**src/rtl/mem_stack_ctrl.sv**
```systemverilog
module mem_stack_ctrl #(
  parameter int AW       = 12,
  parameter int DW       = 16,
  parameter int TOP_ADDR = 3001,
  parameter int BOT_ADDR = 2000
) (
  input  logic          clk,
  input  logic          rst_n,
  input  logic          push_req,
  input  logic          pop_req,
  input  logic          load_en,
  input  logic [DW-1:0] data_in,
  output logic [DW-1:0] dr_out,
  output logic          busy,
  output logic          done,
  output logic          err,
  output logic          full,
  output logic          empty,
  output logic [AW-1:0] mem_addr,
  output logic [DW-1:0] mem_wdata,
  output logic          mem_we,
  input  logic [DW-1:0] mem_rdata
);

  localparam logic [AW-1:0] SP_RST = AW'(TOP_ADDR + 1);
  localparam logic [AW-1:0] SP_TOP = AW'(TOP_ADDR);
  localparam logic [AW-1:0] SP_BOT = AW'(BOT_ADDR);

  typedef enum logic [1:0] {S_IDLE, S_PUSH, S_POPA, S_POPC} st_t;

  st_t           state;
  logic [AW-1:0] sp;
  logic [DW-1:0] dr;

  assign busy      = (state != S_IDLE);
  assign full      = (sp == SP_BOT);
  assign empty     = (sp == SP_RST);
  assign mem_addr  = sp;
  assign mem_wdata = dr;
  assign mem_we    = (state == S_PUSH);
  assign dr_out    = dr;

  always_ff @(posedge clk or negedge rst_n) begin
    if (!rst_n) begin
      state <= S_IDLE;
      sp    <= SP_RST;
      dr    <= '0;
      done  <= 1'b0;
      err   <= 1'b0;
    end else begin
      done <= 1'b0;
      err  <= 1'b0;
      case (state)
        S_IDLE: begin
          if (push_req) begin
            if (full) err <= 1'b1;
            else begin
              sp    <= sp - AW'(1);
              state <= S_PUSH;
            end
          end else if (pop_req) begin
            if (empty) err <= 1'b1;
            else state <= S_POPA;
          end else if (load_en) begin
            dr <= data_in;
          end
        end
        S_PUSH: begin
          state <= S_IDLE;
          done  <= 1'b1;
        end
        S_POPA: state <= S_POPC;
        S_POPC: begin
          dr    <= mem_rdata;
          sp    <= sp + AW'(1);
          done  <= 1'b1;
          state <= S_IDLE;
        end
        default: state <= S_IDLE;
      endcase
    end
  end

  AST_ONE_WRITE: assert property (@(posedge clk) disable iff (!rst_n)
    mem_we |=> !mem_we);

  AST_WE_RANGE: assert property (@(posedge clk) disable iff (!rst_n)
    mem_we |-> (mem_addr >= SP_BOT && mem_addr <= SP_TOP));

  AST_FLAGS_EXCL: assert property (@(posedge clk) disable iff (!rst_n)
    !(full && empty));

  AST_OVERFLOW_DROP: assert property (@(posedge clk) disable iff (!rst_n)
    (!busy && push_req && full) |=> (err && !mem_we && !busy));

  AST_ERR_SP_STABLE: assert property (@(posedge clk) disable iff (!rst_n)
    err |-> ($stable(sp) && $stable(dr_out)));

  AST_PUSH_FIRST: assert property (@(posedge clk) disable iff (!rst_n)
    (!busy && push_req && pop_req && !full) |=> mem_we);

  AST_DONE_IDLE: assert property (@(posedge clk) disable iff (!rst_n)
    done |-> !busy);

endmodule

```
**config.mk**
```make
export PLATFORM = sky130hd
export DESIGN_NAME = mem_stack_ctrl
export DESIGN_NICKNAME = d
export VERILOG_FILES = /design/src/rtl/mem_stack_ctrl.sv
export SDC_FILE = /design/constraint.sdc
export NUM_CORES = 1
export LEC_CHECK = 0
export BUFFER_PORTS_ARGS = -buffer_cell sky130_fd_sc_hd__buf_2
export CAP_MARGIN = 20
export CORE_AREA = 2 2 71 73
export CTS_CLUSTER_SIZE = 20
export DETAILED_ROUTE_END_ITERATION = 10
export DIE_AREA = 0 0 73 75
export PLACE_DENSITY = 0.77
export SLEW_MARGIN = 10
export SYNTH_ARGS = -nofsm -noshare
export SYNTH_HDL_FRONTEND = slang
export SYNTH_SLANG_ARGS = --single-unit
```
**constraint.sdc**
```tcl
create_clock -name clk -period 3.6 [get_ports clk]
set_clock_uncertainty 0.05 [all_clocks]
set_input_delay 0.18 -clock clk [delete_from_list [all_inputs] [get_ports clk]]
set_output_delay 0.18 -clock clk [all_outputs]
set_load 0.05 [all_outputs]
```
; ---- Word-level counts from Yosys, hierarchy flattened
; Cells that the tools add are included.
[totals]
wordCells = 45
regBits = 32
[classes]
eq_ne = 13
n_mux = 18
reduce_logical = 7
addsub = 2
[op_table]
columns = cell, count
row1 = $mux 16, 3
row2 = $pmux 16 s2, 1
row3 = $mux 12, 2
row4 = $pmux 12 s2, 1
row5 = $add 12x1->12 const B, 1
row6 = $eq 12x11->1 const B, 1
row7 = $eq 12x12->1 const B, 1
row8 = $sub 12x1->12 const B, 1
row9 = $ne 2x2->1 const B, 5
row10 = $ne 3x3->1 const B, 3
row11 = $mux 2, 4
row12 = $mux 1, 6
row13 = $pmux 2 s3, 1
row14 = $reduce_and 3->1, 2
row15 = $eq 2x2->1 const B, 2
row16 = $reduce_and 4->1, 1
row17 = $reduce_bool 2->1, 2
row18 = $eq 2x1->1 const B, 1
row19 = $logic_not 2->1, 1
row20 = $reduce_or 2->1, 1

; ---- Longest topological paths before layout
; Gate-level depths: netlist (run 1).
[logic_depth]
ltp_word = 5
depth_mapped = 9

; ---- Worst setup path after synthesis (run 1)
; OpenSTA, ideal clock, no wires.
[synth_path]
kind = reg2reg
from = register state[0]
to = register sp[11] (netlist: mem_addr[11])
path_stages_with_launch = 10
t_required_ns = 3.475
path_slack_ns = 0.938
t_arrival_ns = 2.537
period_less_slack_ns = 2.662
path_buffers = 2
path_cell_list = dfrtp_1 > nand2_1 > buf_2 > buf_2 > ha_1 > a21oi_1 > and2_1 > a211oi_1 > o41ai_1 > mux2i_1
[synth_between]
elab_chain_len = 3
[synth_lines]
columns = item, line_no
row1 = start: declaration, 31  ; st_t state;
row2 = start signal: assignment, 45  ; state <= S_IDLE;
row3 = start signal: assignment, 59  ; state <= S_PUSH;
row4 = start signal: assignment, 63  ; else state <= S_POPA;
row5 = $logic_not 2->1 / $eq 2x2->1 (equally long branches), 53  ; case (state)
row6 = $ne 2x2->1 (no line) / $reduce_bool 2->1 (equally long branches), -
row7 = $reduce_and 3->1 (no line), -
row8 = end signal: assignment, 58  ; sp <= sp - AW'(1);
row9 = end signal: assignment, 75  ; sp <= sp + AW'(1);
row10 = end: declaration, 32  ; logic [AW-1:0] sp;
; Several ways; a longest one is shown, not always the timed one.
; A chain may end at the register's enable or synchronous reset.

; ---- Worst setup path after layout (run 1)
; Ends and elaborated chain as after synthesis.

==> out/qor.yml, run 1 <==
synth_top_area_share_pct: 29.7
hold_path_class: "primary input to flip-flop"
cts_tree: "yes"
die-width_microns: 73
synth_cell_type_count: 42
cts_num_sinks: 32
maxClockFrequency_mhz: 383
max_slew.worst_pin.slew_ns: 0.717
timing_hold_violations_final: 0
worstSkewPairLatency_ns: 0.28
worstRegToRegCells: 7
yosys_most_used_dff: "dfrtp_1"
post_cts_buffers: 0
synth_enable_flop_cells: 0
dr.first_iter.drc_count: 89
setup_failing_eps_final: 0
detail_route.wirelength_microns: 4540
crit_path_class: "flip-flop to flip-flop"
worstPathArrival_ns: 2.77
run_status: "complete, no violations"
ys_top_cells_by_area: "dfrtp_1 (30%), dfstp_2 (10%), mux2i_1 (8.4%), ha_1 (6.2%), nand2_1 (6.1%)"
sequential_to_total_area_share_from_yosys_stat_pct: 40.1
synth-seq-cells: 32
fillerInstances: 425
number_of_design_rule_violations_left_after_detail_routing: 0
route.detailed.wl_per_inst_microns: 13.5
grt_antenna_before_repair: 0
cts.htree.levels: 2
floorplan.die.height_microns: 75
row_count: 25
setup-tns-final_ns: 0
largest_net_degree_at_the_start_of_global_routing: 33
critical_path.max_fanout: 11
groute.usage.overall_pct: 16.7
synth_top_area_cell: "dfrtp_1"
netlist_top_cells_count: "nand2_1 (33), dfrtp_1 (24), mux2i_1 (17)"
postSynthCellCount: 209
finalWorstPathRequiredPeriod_ns: 2.61
diodes: 0
clockRootBuffer: "clkbuf_8"
asr_flop_ratio_synth_pct: 100
pin_count: 87
yosysMostFrequentCell: "nand2_1"
design.die.area_sq_mm: 0.00548
final_slew_viol_count: 0
maxSlewHeadroom_pct: 52.2
grt_setup_unrepaired: "no"
critPathLaunchType: "flip-flop"
master_of_the_slowest_instance_on_the_critical_path: "ha_1"
cp.required_ns: 3.76
crit_path_cell_trace: "nand2_1 > ha_1 > a21oi_1 > and2_1 > a211oi_1 > o41ai_1 > mux2i_1"
dp_hpwl_microns: 3390
grt_overflow_total: 0
coreArea_sq_mm: 0.00466
grt_first_pass_wirelength_microns: 7020
post_route_cells_drive_above_1_share_pct: 40.6
place_congestion: 0.933
synthesis.area_per_instance_sq_um: 9.68
area.growth.synth_to_final_pct: 23.2
ctsLongestPathBuffers: 2
grt_pass1_vias: 1531
synth.cell_area_sq_mm: 0.00202
layout.nets: 330
ant_nets: 0
dr.pass1.iters: 4
cts_buffers: 5
critical_path.endpoint_type: "flip-flop"
period_share_pct: 72.6
detailroute.via_count: 1721
initial_core_util_pct: 43.4
vias_per_cell: 5.11
synth_warnings: 0
max-cap-violations: 0
clk_pin_slew_ns: 0.07
timing.critical_path.slowest_cell_delay_ns: 0.49
syn-num-nets: 257
numPortBuffers: 86
cells_on_worst_hold_path: 3
metrics by stage:
| step | util [%] | setup slack, ns | hold WS, ns | instances | instance area [sq um] |
|---|---|---|---|---|---|
| after floorplan | - | 0.938 | -0.166 | 209 | 2020 |
| after global placement | 51.0 | 1.25 | 0.225 | 328 | 2370 |
| after detailed placement | 51.0 | 1.04 | 0.233 | 328 | 2370 |
| after CTS | 53.5 | 0.992 | 0.107 | 337 | 2490 |
| after global routing | 53.5 | 0.750 | 0.121 | 337 | 2490 |
| final | 53.5 | 0.988 | 0.111 | 337 | 2490 |
path summary, 6_finish.rpt:
kind | from | end | slack, ns
setup / recovery | state[0]$_DFFE_PN0P_ | mem_addr[11]$_DFFE_PN1P_ | 0.99
hold / removal | mem_rdata[4] | dr_out[4]$_DFFE_PN0P_ | 0.11
setup reg to reg | state[0]$_DFFE_PN0P_ | mem_addr[11]$_DFFE_PN1P_ | 0.99
hold reg to reg | state[0]$_DFFE_PN0P_ | done$_DFF_PN0_ | 0.43
max in group asynchronous | rst_n | dr_out[12]$_DFFE_PN0P_ | 2.60
min in group asynchronous | rst_n | mem_addr[0]$_DFFE_PN0P_ | 0.45
worst max-delay path: cells and delay by family (launching register included):
kind	cells	cell delay (ns)
and+or+nand+nor	2	0.54
AOI/OAI and AO/OA	3	0.80
muxes	1	0.24
DFF	1	0.42
adders and majority gates	1	0.49
logic make-up after synthesis:
family	count (synthesis)	share of synthesized area, %
AOI/OAI and AO/OA	53	17.5
xor gates and xnor gates	9	3.90
adders and majority gates	11	7.17
buffers and inverters	27	8.91
DFF	32	40.1
muxes	17	8.41
and+or+nand+nor	60	14.0
sequential cells by signal, indices dropped and copies added, names as in the netlist:
signal and flops:
mem_addr 12, err 1, state 2, done 1, dr_out 16
layer usage:
layer  up-vias  GRT usage (%)  share of wire (%)
met5         -              0                  0
met3         7           4.55                3.9
met2        37           27.1                 50
met4         0           6.38                1.5
li1        873              -                  -
met1       804           21.3                 45
cell type report:
cell class	instances	area (sq um)	share of cell area, %
inverter	4	15.0	0.602
timing repair buffer	89	455	18.3
clock inverter	2	35.0	1.41
multi-input combinational	150	1040	41.6
sequential	32	811	32.5
tap	54	67.6	2.71
clock buffer	6	72.6	2.91
cells in the final DEF (no fill, tap or decap), types with 3 or more instances in the layout:
cell,instances
ha_1,10
dfstp_2,8
a21oi_1,14
nand4_1,4
o21ai_1,15
nor3_1,5
inv_1,3
dfrtp_1,24
buf_2,86
nor2b_1,3
xor2_1,6
nor2_1,4
clkbuf_8,5
nand2_1,33
nand2b_1,3
mux2i_1,17
xnor2_1,3
o21ai_2,6
o21ai_0,4
timing repair:
item / CTS / global route
gates resized for setup: 0 / 0
endpoints found under the hold margin: 24 / 0
hold buffers: 1 / 0
Power of run 1 is not shown: default switching activity piles up to over one toggle a cycle in this logic, so the estimate is an artifact.
==> run 2, diff against run 1 <==
Settings changed: CORE_AREA 2 2 71 73 to 2 2 72 74, DIE_AREA 0 0 73 75 to 0 0 74 76, PLACE_DENSITY 0.77 to 0.78.
Clock period 3.6 ns to 2.4 ns, I/O delays scaled along.
==> out/qor.yml, run 2 (synthesis gave the netlist of run 1 again) <==
run_status: "complete, no violations"
fin_worst_hold_slack_ns: 0.0546
clockRootBuffer: "clkbuf_8"
number_of_design_rule_violations_left_after_detail_routing: 0
ctsLongestPathBuffers: 2
grt_overflow_total: 0
design.die.area_sq_mm: 0.00562
post_cts_buffers: 0
timing.critical_path.slowest_cell_delay_ns: 0.40
max-cap-violations: 0
grt_setup_unrepaired: "no"
cts_tree: "yes"
master_of_the_slowest_instance_on_the_critical_path: "dfrtp_1"
grtUsageMet1_pct: 21.4
mostFrequentLayoutCell: "buf_2"
route.detailed.wl_per_inst_microns: 13.7
clk_pin_slew_ns: 0.07
max_slew.worst_pin.slew_ns: 0.690
coreArea_sq_mm: 0.00491
critPathLaunchType: "flip-flop"
place_congestion: 0.899
largest_register_ffs: 16
timing_hold_violations_final: 0
cp.required_ns: 2.54
row_count: 26
diodes: 0
cts_num_sinks: 32
worstPathBufferInverterCount: 1
detailroute.via_count: 1737
crit_path_class: "flip-flop to flip-flop"
critical_path.endpoint_type: "flip-flop"
hold_path_class: "primary input to flip-flop"
cts.htree.levels: 2
critical_path.max_fanout: 6
post_route_cells_drive_above_1_share_pct: 42.5
multi_input_comb_area_sq_mm: 0.00106
detail_route.wirelength_microns: 4860
dr.first_iter.drc_count: 45
dr.pass1.iters: 4
crit_path_cell_trace: "nand2_2 > buf_4 > ha_1 > nand3_1 > and2_1 > a211oi_2 > nor3_1 > o31ai_1"
gr-usage-met3_pct: 3.97
setup_failing_eps_final: 0
period_share_pct: 92.4
pin_count: 87
floorplan.die.height_microns: 76
dp_hpwl_microns: 3680
worstSkewPairLatency_ns: 0.28
grt_antenna_before_repair: 0
area.growth.synth_to_final_pct: 25.9
crit_family: "simple AND/OR/NAND/NOR gates"
maxClockFrequency_mhz: 451
groute.usage.overall_pct: 17.7
final_cell_area_sq_mm: 0.00255
ant_nets: 0
worstPathArrival_ns: 2.36
cts_buffers: 5
mostFrequentLayoutCells: "buf_2 (86), nand2_1 (32), dfrtp_1 (24)"
placed_cell_area_sq_mm: 0.00241
largest_net_degree_at_the_start_of_global_routing: 33
fillerInstances: 460
grt_first_pass_wirelength_microns: 7730
finalWorstPathRequiredPeriod_ns: 2.22
seqCellArea_sq_um: 811
die-width_microns: 74
grt_pass1_vias: 1633
layout.nets: 332
initial_core_util_pct: 41.2
grtUsageMet2_pct: 30.0
peak_usage_layer_in_the_global_routing_report: "met2"
vias_per_cell: 4.89
final_slew_viol_count: 0
maxSlewHeadroom_pct: 54.0
numPortBuffers: 86
run 2: cell count changes in the layout (fill, tap and decap cells not counted), sizes merged:
cell	delta
buf	+2
run 2: layer usage:
metal	share of wire, %	vias to the layer above	routed length, microns
li1	-	873	-
met1	42	814	2060
met2	53	46	2580
met3	3.8	4	184
met4	0.84	0	41
met5	0	-	0
run 2: worst paths after layout:
| check | slack [ns] | start | endpoint | cells after the start |
|---|---|---|---|---|
| setup / recovery | 0.18 | state[1]$_DFFE_PN0P_ | mem_addr[9]$_DFFE_PN1P_ | 8 |
| setup reg to reg | 0.18 | state[1]$_DFFE_PN0P_ | mem_addr[9]$_DFFE_PN1P_ | 8 |
| min in group asynchronous | 0.36 | rst_n | mem_addr[2]$_DFFE_PN0P_ | 2 |
| hold / removal | 0.05 | mem_rdata[8] | dr_out[8]$_DFFE_PN0P_ | 3 |
| max in group asynchronous | 1.49 | rst_n | dr_out[1]$_DFFE_PN0P_ | 2 |
| hold reg to reg | 0.44 | dr_out[12]$_DFFE_PN0P_ | dr_out[12]$_DFFE_PN0P_ | 2 |
run 2: layout make-up:
cell class | instances | area share [%]
clock buffer | 6 | 2.85
multi-input combinational | 150 | 41.5
inverter | 4 | 0.589
timing repair buffer | 91 | 18.5
tap | 70 | 3.44
clock inverter | 2 | 1.38
sequential | 32 | 31.8
run 2: through the flow:
| step | worst slack [ns] | TNS, ns | instances | utilization [%] |
|---|---|---|---|---|
| global route | 0.00638 | 0 | 355 | 51.9 |
| global placement | 0.219 | 0 | 346 | 49.2 |
| detailed placement | 0.0959 | 0 | 346 | 49.2 |
| CTS | 0.0906 | 0 | 355 | 51.6 |
| finish | 0.182 | 0 | 355 | 51.9 |
| floorplan | -0.0609 | -0.0609 | 209 | - |
run 2: what timing repair did:
item                       in CTS  in global routing
hold buffers                    1                  0
gates resized for setup         0                  3
setup endpoints to repair       0                  2
hold endpoints to repair       24                  0
run 2: worst min-delay path, delay by kind of cell:
kind                   cells  cell delay, ns
buffers and inverters      1            0.07
AO/OA/AOI/OAI              1            0.10
multiplexers               1            0.05
Power of run 2 is left out for the same reason.
==> run 3, diff against run 2 <==
Settings changed: RECOVER_POWER set to 100.
==> out/qor.yml, run 3 (synthesis gave the netlist of run 1 again) <==
run_status: "finished, violations left"
violations: "max-capacitance violations, max-slew violations"
cells_on_worst_hold_path: 3
reg2reg_launch_point: "state[1]$_DFFE_PN0P_"
diodes: 0
largest_register_ffs: 16
maxSlewHeadroom_pct: -10.2
area.growth.synth_to_final_pct: 21.0
vias_per_cell: 4.89
final_slew_viol_count: 33
post_route_cells_drive_above_1_share_pct: 22.8
grt_antenna_before_repair: 0
groute.usage.overall_pct: 17.7
reg2reg_slack_ns: 0.14
route.detailed.wl_per_inst_microns: 13.8
cp.required_ns: 2.56
cts_tree: "yes"
clk_pin_slew_ns: 0.07
fin_worst_hold_slack_ns: 0.0565
number_of_design_rule_violations_left_after_detail_routing: 0
ant_nets: 0
max_slew.worst_pin.slew_ns: 1.65
design.die.area_sq_mm: 0.00562
layout.nets: 332
largest_net_degree_at_the_start_of_global_routing: 33
pin_count: 87
setup_failing_eps_final: 0
dr.pass1.iters: 4
timing_hold_violations_final: 0
place_congestion: 0.899
detail_route.wirelength_microns: 4890
die-width_microns: 74
crit_path_class: "flip-flop to flip-flop"
post_cts_buffers: 0
worstRegToRegCells: 8
placed_cell_area_sq_mm: 0.00241
hold_path_class: "primary input to flip-flop"
critical_path.max_fanout: 6
worstSkewPairLatency_ns: 0.28
worstPathArrival_ns: 2.42
clockRootBuffer: "clkbuf_8"
maxClockFrequency_mhz: 443
coreArea_sq_mm: 0.00491
detailroute.via_count: 1737
setup-tns-final_ns: 0
critical_path.endpoint_type: "flip-flop"
cts_buffers: 5
hold_path_startpoint: "mem_rdata[6]"
critPathLaunchType: "flip-flop"
dr.first_iter.drc_count: 64
grt_pass1_vias: 1633
grt_overflow_total: 0
grt_first_pass_wirelength_microns: 7730
cts_num_sinks: 32
cts.htree.levels: 2
max-cap-violations: 1
initial_core_util_pct: 41.2
mostFrequentLayoutCell: "clkbuf_1"
period_share_pct: 94.0
grt_setup_unrepaired: "no"
numPortBuffers: 86
ctsLongestPathBuffers: 2
layout_setup_ws_ns: 0.144
finalWorstPathRequiredPeriod_ns: 2.26
dp_hpwl_microns: 3680
mostFrequentLayoutCells: "clkbuf_1 (51), buf_2 (35), nand2_1 (32)"
row_count: 26
crit_start: "state[1]$_DFFE_PN0P_"
final_cell_area_sq_mm: 0.00245
floorplan.die.height_microns: 76
dpl_worst_slack_ns: 0.0959
-- run 3: timing repair --
item,in CTS,in global routing
gates resized for setup,0,3
hold endpoints to repair,24,0
setup endpoints to repair,0,2
hold buffers,1,0
-- run 3: worst max-delay path, cell delays in order (launching register included) --
cell and delay [ns]:
dfrtp_1 0.41, nand2_2 0.14, buf_4 0.19, ha_1 0.36
nand3_1 0.13, and2_1 0.18, a211oi_2 0.11, o41ai_1 0.39
mux2i_1 0.23
-- run 3: layer usage --
metal	vias to the layer above	wire length, microns	global-route usage, %
met1	822	2090	21.4
li1	869	-	-
met3	6	164	3.97
met5	-	0	0
met4	0	49	6.73
met2	40	2580	30.0
-- run 3: through the flow --
stage / utilization [%] / cells
2_1_floorplan: - / 209
3_3_place_gp: 49.2 / 346
3_5_place_dp: 49.2 / 346
4_1_cts: 51.6 / 355
5_1_grt: 49.8 / 355
6_report: 49.8 / 355
-- run 3: worst paths after layout --
| path | endpoint |
|---|---|
| max in group asynchronous | err$_DFF_PN0_ |
| hold / removal | dr_out[6]$_DFFE_PN0P_ |
| setup reg to reg | mem_addr[11]$_DFFE_PN1P_ |
| setup / recovery | mem_addr[11]$_DFFE_PN1P_ |
| min in group asynchronous | mem_addr[2]$_DFFE_PN0P_ |
| hold reg to reg | mem_addr[8]$_DFFE_PN1P_ |
-- run 3: layout make-up --
type	instances	area (sq um)
tap	70	87.6
clock inverter	2	35.0
inverter	4	15.0
sequential	32	811
timing repair buffer	91	403
clock buffer	6	72.6
multi-input combinational	150	1020
fill	510	2460
Power of run 3 is left out for the same reason.
